### src/rtl/irqc_pkg.sv
package irqc_pkg;
   localparam int STAT_W  = 8;
   localparam int SUM_BIT = STAT_W - 1;
   localparam int MAX_SRC = STAT_W - 1;
endpackage

### src/rtl/irqc_flag_bank.sv
module irqc_flag_bank #(
   parameter int NUM_SRC = 2
) (
   input  logic               clk,
   input  logic               rst_n,
   input  logic [NUM_SRC-1:0] evt_i,
   input  logic               rd_stb,
   output logic [NUM_SRC-1:0] flag_q,
   output logic [NUM_SRC-1:0] pend_o
);
   for (genvar i = 0; i < NUM_SRC; i++) begin : g_flag
      always_ff @(posedge clk or negedge rst_n) begin
         if (!rst_n)      flag_q[i] <= 1'b0;
         else if (rd_stb) flag_q[i] <= 1'b0;
         else if (evt_i[i]) flag_q[i] <= 1'b1;
      end

      // an unread event is held as a flag
      a_r2_flag_sets: assert property (@(posedge clk) disable iff (!rst_n)
         (evt_i[i] && !rd_stb) |=> flag_q[i]);
      // a read clears the flag
      a_r5_flag_clears: assert property (@(posedge clk) disable iff (!rst_n)
         rd_stb |=> !flag_q[i]);
   end

   assign pend_o = flag_q | evt_i;
endmodule

### src/rtl/irqc_mask_reg.sv
module irqc_mask_reg #(
   parameter int NUM_SRC = 2
) (
   input  logic                         clk,
   input  logic                         rst_n,
   input  logic                         we,
   input  logic [irqc_pkg::STAT_W-1:0]  wdata,
   output logic [NUM_SRC-1:0]           mask_q
);
   import irqc_pkg::*;

   logic set_sel;
   assign set_sel = wdata[SUM_BIT];

   for (genvar i = 0; i < NUM_SRC; i++) begin : g_mask
      always_ff @(posedge clk or negedge rst_n) begin
         if (!rst_n)                mask_q[i] <= 1'b0;
         else if (we && wdata[i])   mask_q[i] <= set_sel;
      end

      // a selected bit takes the set/clear choice
      a_r8_mask_select: assert property (@(posedge clk) disable iff (!rst_n)
         (we && wdata[i]) |=> (mask_q[i] == $past(wdata[SUM_BIT])));
      // an unselected bit keeps its value
      a_r8_mask_keep: assert property (@(posedge clk) disable iff (!rst_n)
         !(we && wdata[i]) |=> $stable(mask_q[i]));
   end

   if (NUM_SRC < MAX_SRC) begin : g_spare
      logic unused_wbits;
      assign unused_wbits = ^wdata[MAX_SRC-1:NUM_SRC];
   end
endmodule

### src/rtl/irqc_req.sv
module irqc_req #(
   parameter int NUM_SRC = 2
) (
   input  logic               clk,
   input  logic               rst_n,
   input  logic [NUM_SRC-1:0] pend_i,
   input  logic [NUM_SRC-1:0] mask_i,
   input  logic               rd_stb,
   output logic               req_q
);
   logic hit;
   assign hit = |(pend_i & mask_i);

   always_ff @(posedge clk or negedge rst_n) begin
      if (!rst_n)      req_q <= 1'b0;
      else if (rd_stb) req_q <= 1'b0;
      else if (hit)    req_q <= 1'b1;
   end

   // a masked pending flag raises the request next cycle
   a_r3_req_follows: assert property (@(posedge clk) disable iff (!rst_n)
      (!rd_stb && |(pend_i & mask_i)) |=> req_q);
   // a read always drops the request
   a_r5_read_drops: assert property (@(posedge clk) disable iff (!rst_n)
      rd_stb |=> !req_q);
   // without a read the request is held
   a_r6_req_held: assert property (@(posedge clk) disable iff (!rst_n)
      (req_q && !rd_stb) |=> req_q);
   // the request never rises without a masked source
   a_r9_no_spurious: assert property (@(posedge clk) disable iff (!rst_n)
      $rose(req_q) |-> $past(|(pend_i & mask_i)));
endmodule

### src/rtl/irqc_ctrl.sv
module irqc_ctrl #(
   parameter int NUM_SRC = 2
) (
   input  logic                        clk,
   input  logic                        rst_n,
   input  logic [NUM_SRC-1:0]          evt_i,
   input  logic                        rd_stb,
   input  logic                        mask_we,
   input  logic [irqc_pkg::STAT_W-1:0] mask_wdata,
   output logic [irqc_pkg::STAT_W-1:0] rd_data,
   output logic                        irq_n
);
   import irqc_pkg::*;

   initial begin
      assert (NUM_SRC >= 1 && NUM_SRC <= MAX_SRC)
         else $error("NUM_SRC must lie in 1..%0d", MAX_SRC);
   end

   logic [NUM_SRC-1:0] flag_q;
   logic [NUM_SRC-1:0] pend;
   logic [NUM_SRC-1:0] mask_q;
   logic               req_q;

   irqc_flag_bank #(.NUM_SRC(NUM_SRC)) u_flags (
      .clk(clk), .rst_n(rst_n), .evt_i(evt_i), .rd_stb(rd_stb),
      .flag_q(flag_q), .pend_o(pend));

   irqc_mask_reg #(.NUM_SRC(NUM_SRC)) u_mask (
      .clk(clk), .rst_n(rst_n), .we(mask_we), .wdata(mask_wdata),
      .mask_q(mask_q));

   irqc_req #(.NUM_SRC(NUM_SRC)) u_req (
      .clk(clk), .rst_n(rst_n), .pend_i(pend), .mask_i(mask_q),
      .rd_stb(rd_stb), .req_q(req_q));

   always_comb begin
      rd_data                 = '0;
      rd_data[NUM_SRC-1:0]    = pend;
      rd_data[SUM_BIT]        = req_q;
   end

   assign irq_n = ~req_q;

   // nothing is pending in the first cycle after reset
   a_r1_reset_idle: assert property (@(posedge clk) disable iff (!rst_n)
      $rose(rst_n) |-> (irq_n && flag_q == '0));
   // status bits follow the flags in the same cycle
   a_r2_status_view: assert property (@(posedge clk) disable iff (!rst_n)
      (rd_data[NUM_SRC-1:0] & flag_q) == flag_q);
   // the line and the summary bit agree
   a_r3_line_matches: assert property (@(posedge clk) disable iff (!rst_n)
      rd_data[SUM_BIT] == !irq_n);
endmodule

### config.mk
export PLATFORM = sky130hd
export DESIGN_NAME = irqc_ctrl
export DESIGN_NICKNAME = d
export VERILOG_FILES = /design/src/rtl/irqc_pkg.sv /design/src/rtl/irqc_flag_bank.sv /design/src/rtl/irqc_mask_reg.sv /design/src/rtl/irqc_req.sv /design/src/rtl/irqc_ctrl.sv
export SDC_FILE = /design/constraint.sdc
export NUM_CORES = 1
export LEC_CHECK = 0
export ABC_AREA = 1
export ABC_CLOCK_PERIOD_IN_PS = 950
export BUFFER_PORTS_ARGS = -buffer_cell sky130_fd_sc_hd__buf_2
export CAP_MARGIN = 5
export CORE_AREA = 2 2 39 41
export CTS_CLUSTER_SIZE = 30
export DETAILED_ROUTE_END_ITERATION = 8
export DIE_AREA = 0 0 41 43
export SLEW_MARGIN = 20
export SYNTH_ARGS = -nofsm -noshare
export SYNTH_HDL_FRONTEND = slang
export SYNTH_SLANG_ARGS = --single-unit
export TNS_END_PERCENT = 100
### constraint.sdc
create_clock -name clk -period 0.95 [get_ports clk]
set_clock_uncertainty 0.15 [all_clocks]
set_input_delay 0.0475 -clock clk [delete_from_list [all_inputs] [get_ports clk]]
set_output_delay 0.0475 -clock clk [all_outputs]
set_load 0.05 [all_outputs]
# Word level (Yosys, flattened, before mapping)
# Index checks and enable logic that the tools add are counted.
[op_classes]
muxes = 6
n_bitwise = 3
n_reduce_logical = 6
[ops]
columns = ["cell", "count"]
rows = [
  ["two-way mux 1 bit", 6],
  ["nonzero test 2 bit", 3],
  ["bitwise AND 2 bit", 1],
  ["logical AND 1 bit", 2],
  ["OR 2 bit", 1],
  ["OR reduction 2 bit", 1],
  ["inverter 1 bit", 1],
]
[word_totals]
regBits = 5
input_bits = 14

# Longest topological paths before layout
# Gate-level depths: netlist of the first run.
[depth]
ltp_word = 5
ltp_mapped = 6
ltp_nobuf = 6

# Hierarchy
# From an unflattened synthesis of the first run, not the netlist that was laid out.
[hier_totals]
hier_cells = 34
area_unflattened_um2 = 265.3
[modules_own_cells]
columns = ["module", "seq_area_each_um2", "cells_each", "n_inst", "area_per_inst_um2"]
rows = [
  ["irqc_mask_reg", 50.0, 10, 1, 82.6],
  ["irqc_flag_bank", 50.0, 8, 1, 77.6],
  ["irqc_ctrl", 0.0, 8, 1, 52.6],
  ["irqc_req", 25.0, 8, 1, 52.6],
]

# Worst setup path before layout of the first run
# No wires, ideal clock.
[synth_timing]
path_type = "reg2reg"
start = "register u_req.req_q (netlist name)"
end = "register u_req.req_q"
n_path_buf = 0
required_time_ps = 687
arrival_ps = 896
setup_time_ps = 113
path_stages_with_launch = 5
slack_ps = -209
path_cell_list = "dfrtp_1 -> inv_1 -> nand3_1 -> nand2_1 -> inv_1"
[synth_lines]
columns = ["element", "line", "rtl"]
rows = [
  ["end signal, assigned", "irqc_req.sv:15", "if (!rst_n) req_q <= 1'b0;"],
  ["end signal, assigned", "irqc_req.sv:16", "else if (rd_stb) req_q <= 1'b0;"],
  ["end signal, assigned", "irqc_req.sv:17", "else if (hit) req_q <= 1'b1;"],
  ["end, declared", "irqc_req.sv:9", "output logic req_q"],
]

# Worst setup path after layout of the first run
[layout_timing]
start = "register u_req.req_q"
end = "output port irq_n"
[layout_between]
elab_chain_cells = 1
[layout_lines]
columns = ["element", "line", "rtl"]
rows = [
  ["inverter 1 bit", "irqc_ctrl.sv:43", "assign irq_n = ~req_q;"],
  ["end, declared", "irqc_ctrl.sv:11", "output logic irq_n"],
]
# No other way between the ends.

==> results.ini, run 1 <==
[routing]
drt_iter0_drc=5
wl_met1_um=247
vias=285
drc=0
vias_per_cell=3.851
top_layer_used=met3
wl_per_cell_um=8.662
wl_met3_um=43
drt_wl_total_um=641
met2WireLength_um=350
firstDrtPassIters=4
postRouteAntennaNets=0

[setup_path]
path_cells=clkinvlp_4, buf_6
critPathMaxStageDelay_ns=0.40
cp_slowest_cell=dfrtp_1
crit_required_ns=0.75
cp.arrival_ns=0.91
critPathCaptureType=output pin
worstPathMaxFanout=2
critPathKind=register to output pin
startpoint_type=register

[cells_and_area]
antenna_cells=0
seq_area_sq_um=125.1
drive_gt1_share_pct=53.45
fin_cells=74
multi_input_area_sq_um=117.6
area_delta_synth_final_pct=95.33
nNetsFinal=73
fillers=137

[timing]
finalMaxSlewViolations=0
rsz0062_at_grt=true
min_period_ns=1.105
post-route-period-util_pct=116.3
setup_viol=6
holdWs_ns=-0.03217
max_freq_ghz=0.9051
fin_ws_ns=-0.1549
hold_viol=1

[floorplan]
core_area_sq_mm=0.001384
initial_core_util_pct=19.35
dieArea_sq_mm=0.001763
die_w_um=41
rows=14
chipHeight_um=43
io-pin-count=23

[logic_synthesis]
yosysWarnings=0
syn_area_per_cell_sq_um=8.367
syn-cell-area_sq_um=267.8
synth_seq_area_share_pct=46.73
netlist-cell-type-count=10
netlist_instances=32
ys_ff_latch=5

[clock_tree]
insertion_delay_ns=0.24
cts.sinks=5
path_clk_slew_ns=0.04
cts_tree=built
holdBufCountCts=7
cts_made_buffers=3
clock_path_buffers=2
root_buffer=clkbuf_4
htreeDepth=1

[grt]
overflow=0
grt_pass1_vias=275
grt_max_degree=6
antenna_found_initial=0
grt_util_all_layers_pct=9.577
grt_pass1_wl_um=1055

[run_status]
status=finished, violations left
violations=negative hold slack, negative setup slack

[pwr]
max-vdd-ir-drop_mv=0.6284
p_per_area_mw_per_mm2=1478
power.leakage_nw=0.2655
power_uw=773.2

[placement]
place_congestion=0.6968
hpwl_um=419.6
placedCellCount=58
port_buffers=12

[min_path]
hold_class=input port to register

[flow_run]
cap_violations=0

where the power goes:
group,switching [mW],internal (mW)
logic,0.163,0.111
registers,0.0196,0.235
clock network,0.0858,0.159
worst max-delay path: cells and delay by family (launching register included):
family	cells	cell delay, ns
buf+inv	2	0.26
flops	1	0.40
routing by layer:
| metal | GRT usage [%] | vias up |
|---|---|---|
| met2 | 14.69 | 11 |
| met1 | 9.772 | 134 |
| met4 | 6.000 | 0 |
| li1 | - | 140 |
| met3 | 4.712 | 0 |
| met5 | 0 | - |
Yosys cell counts (all sizes together):
library cell  number  share of area (%)
nand2              4                6.5
conb               1                1.4
dfrtp              5                 47
a21oi              4                7.5
o21ai              1                3.3
buf                6                 17
inv                8                 11
a31oi              2                4.7
nand3              1                1.9
worst paths after layout:
kind	startpoint	to	slack, ns	depth (start not counted)
min in group asynchronous	rst_n	u_flags.flag_q[0]$_DFFE_PN0P_	0	2
worst min register to register	u_mask.mask_q[1]$_DFFE_PN0P_	u_mask.mask_q[1]$_DFFE_PN0P_	0.43	2
max in group asynchronous	rst_n	u_mask.mask_q[0]$_DFFE_PN0P_	0.51	2
worst min-delay path	evt_i[0]	u_req.req_q$_DFFE_PN0P_	-0.03	5
worst max register to register	u_flags.flag_q[0]$_DFFE_PN0P_	u_req.req_q$_DFFE_PN0P_	-0.10	5
worst max-delay path	u_req.req_q$_DFFE_PN0P_	irq_n	-0.15	2
cell families (layout without fill, tap and decap cells):
family | Yosys count | after routing | synth area share (%)
buf+inv | 14 | 36 | 28.04
compound gates | 7 | 7 | 15.42
flops | 5 | 5 | 46.73
simple gates | 5 | 5 | 8.411
other cells | 1 | 5 | 1.401
metrics by stage:
stage | hold WS [ns] | instance area (sq um) | util, % | TNS [ns] | worst slack [ns]
detailed placement | -0.2791 | 342.8 | 24.77 | -0.03836 | -0.03836
CTS | -0.03262 | 486.7 | 35.17 | -0.6434 | -0.1683
finish | -0.03217 | 523.0 | 37.79 | -0.6645 | -0.1549
floorplan | -0.3981 | 307.8 | - | -0.09156 | -0.09156
global route | -0.006687 | 523.0 | 37.79 | -0.9353 | -0.2031
global placement | -0.2838 | 342.8 | 24.77 | -0.01816 | -0.01816
state kept, by name, summed over array words and instances, names as in the netlist:
register and flops:
u_mask.mask_q 2, u_flags.flag_q 2, u_req.req_q 1
final cells by class:
| class | count | share of cell area, % |
|---|---|---|
| tap | 16 | 3.828 |
| clock buffer | 4 | 5.024 |
| multi-input combinational | 17 | 22.49 |
| sequential | 5 | 23.92 |
| timing repair buffer | 24 | 38.28 |
| inverter | 8 | 6.459 |
cells in the final DEF, fill, tap and decap left out:
master,instances
nand2_1,1
buf_6,2
a21oi_1,1
inv_2,2
clkbuf_4,3
dfrtp_1,5
nand2_2,2
buf_4,5
a31oi_1,2
buf_2,8
o21ai_2,1
a21oi_2,3
nand3_2,1
dlygate4sd3_1,7
nand2_8,1
inv_1,5
clkinvlp_4,1
clkbuf_1,1
buf_8,2
conb_1,5
timing repair:
action / in CTS / in global routing
endpoints found under the setup margin: 5 / 7
gates resized for setup: 8 / 7
buffers inserted: 3 / 2
hold endpoints to repair: 10 / 1
pin swaps: 3 / 0
(Power assumes the default switching activity.)
==> inputs of run 2 (changes only) <==
ABC_AREA = 0   (was 1)
CAP_MARGIN = 15   (was 5)
==> results.ini, run 2 <==
[setup_path]
r2r_slack_ns=-0.05
startpoint=u_flags.flag_q[1]$_DFFE_PN0P_
critPathCaptureType=output pin
path_buf_inv=1
cp_slowest_cell=dfrtp_1
r2r-start=u_flags.flag_q[0]$_DFFE_PN0P_
cp.arrival_ns=0.99
crit_family=flip-flops
path_cells=or2_4, buf_6
crit_end=rd_data[1]
startpoint_type=register
critPathKind=register to output pin
worstPathMaxFanout=2
reg2reg_depth=2
crit_required_ns=0.75
cp.depth=2
timing.rr.end=u_flags.flag_q[0]$_DFFE_PN0P_
critPathMaxStageDelay_ns=0.36

[routing]
firstDrtPassIters=1
wl_per_cell_um=8.895
drt_wl_total_um=507
vias_per_cell=3.509
drc=0
postRouteAntennaNets=0
vias=200
drt_iter0_drc=0

[cells_and_area]
largestRegisters=u_flags.flag_q (2), u_mask.mask_q (2), u_req.req_q (1)
layout_common_cells=buf_2, conb_1, dfrtp_1, buf_6, clkbuf_4
fin_cells=57
final_core_util_pct=28.66
area_delta_synth_final_pct=59.30
final_common_cell=buf_2
nNetsFinal=56
antenna_cells=0
drive_gt1_share_pct=53.66

[timing]
hold_viol=2
fin_ws_ns=-0.2331
post-route-period-util_pct=124.5
setup_tns_ns=-0.8137
holdWs_ns=-0.08982
min_period_ns=1.183
finalMaxSlewViolations=0
max_freq_ghz=0.8452
rsz0062_at_grt=true
setup_viol=7

[clock_tree]
root_buffer=clkbuf_4
cts_tree=built
insertion_delay_ns=0.24
htreeDepth=1
cts_made_buffers=3
holdBufCountCts=2
cts.sinks=5
path_clk_slew_ns=0.04
clock_path_buffers=2

[logic_synthesis]
synth_mux_area_share_pct=9.045
yosysWarnings=0
netlist_instances=24
synth_top_cell_area_share_pct=50.25
synth_xor_area_share_pct=0
synth_edf_count=0
syn_area_per_cell_sq_um=10.37
synth_compound_area_share_pct=6.533
synth_top_family_by_area=buffers and inverters
syn-cell-area_sq_um=249.0
ys_ff_latch=5
synthTopCellsByCount=buf_4, dfrtp_1
synth_async_sr_flop_share_pct=100.0
synth_seq_area_share_pct=50.25
synth_ff_type=dfrtp_1
synthSimpleGateAreaFrac_pct=13.07
yosysMostFrequentCell=buf_4
synth-adder-area-share_pct=0
netlist-cell-type-count=10
yosysTopAreaCell=dfrtp_1
synth.area.top_cells=dfrtp_1, buf_4, mux2_1

[pwr]
p_per_area_mw_per_mm2=1823
max-vdd-ir-drop_mv=0.4383
power_uw=723.2
power.leakage_nw=0.1990

[grt]
grt_pass1_vias=231
grtUsageMet1_pct=6.515
grt_pass1_wl_um=828
antenna_found_initial=0
overflow=0
use_met2_pct=10.63
use_met3_pct=4.712
grt_util_all_layers_pct=7.863
grt_max_degree=6
busiest_layer=met2

[placement]
placedCellCount=50
hpwl_um=393
dp_slack_ns=-0.03483
place_congestion=0.5555
port_buffers=12

[floorplan]
die_w_um=41
rows=14
initial_core_util_pct=17.99
chipHeight_um=43
io-pin-count=23
core_area_sq_mm=0.001384
dieArea_sq_mm=0.001763

[flow_run]
cap_violations=0

[run_status]
status=finished, violations left
violations=negative hold slack, negative setup slack

[min_path]
hold_class=input port to register

run 2: changes by cell type after synthesis, sizes merged, moves of 2 or more:
cell,previous run,this run
a21oi,4,0
inv,8,1
nand2,4,2
or2,0,2
mux2,0,2
nor2b,0,2
run 2: worst min path at each step:
stage / from / end / cells past startpoint
after floorplan: rst_n / u_flags.flag_q[0]$_DFFE_PN0P_ / 0
after global placement: rst_n / u_req.req_q$_DFFE_PN0P_ / 1
after detailed placement: rst_n / u_req.req_q$_DFFE_PN0P_ / 1
after CTS: mask_wdata[7] / u_mask.mask_q[0]$_DFFE_PN0P_ / 2
after global routing: mask_wdata[7] / u_mask.mask_q[0]$_DFFE_PN0P_ / 2
final: mask_wdata[7] / u_mask.mask_q[0]$_DFFE_PN0P_ / 2
run 2: stage by stage:
step / hold slack [ns] / instance area (sq um)
2_1_floorplan: -0.3981 / 272.8
3_3_place_gp: -0.2853 / 307.8
3_5_place_dp: -0.2828 / 307.8
4_1_cts: -0.1237 / 386.6
5_1_grt: -0.1015 / 396.6
6_report: -0.08982 / 396.6
run 2: kinds of logic after synthesis:
kind of cell / count (synthesis)
AND/OR/NAND/NOR: 6
multiplexers: 2
AO/OA/AOI/OAI: 3
other: 1
flip-flops: 5
buffers and inverters: 7
run 2: power by group:
group          leakage [nW]  switching, mW  internal, mW  total, mW
Clock                0.0150         0.0825         0.158      0.241
Sequential           0.0609         0.0156         0.237      0.253
Combinational         0.123          0.140        0.0893      0.229
Total                 0.199          0.238         0.485      0.723
run 2: what timing repair did:
| item | in CTS | in global routing |
|---|---|---|
| cloned | 0 | 0 |
| setup endpoints to repair | 6 | 9 |
| endpoints found under the hold margin | 10 | 2 |
| setup buffers | 1 | 0 |
| gates resized for setup | 8 | 3 |
| pin swaps | 0 | 0 |
run 2: worst reg2reg max path: stages (launching register included):
cell     delay, ns
dfrtp_1       0.36
or2_4         0.23
nor2b_2       0.15
run 2: area by class of cell:
cell class	count	area (sq um)
multi-input cells	16	105.1
inverters	1	7.507
flip-flops and latches	5	125.1
clock buffers	4	26.28
fillers	152	987.2
repair buffers	15	112.6
well taps	16	20.02
run 2: layer usage:
layer	vias up	routed length, um
met3	0	43
met4	0	0
met1	93	178
met2	8	284
li1	99	-
met5	-	0
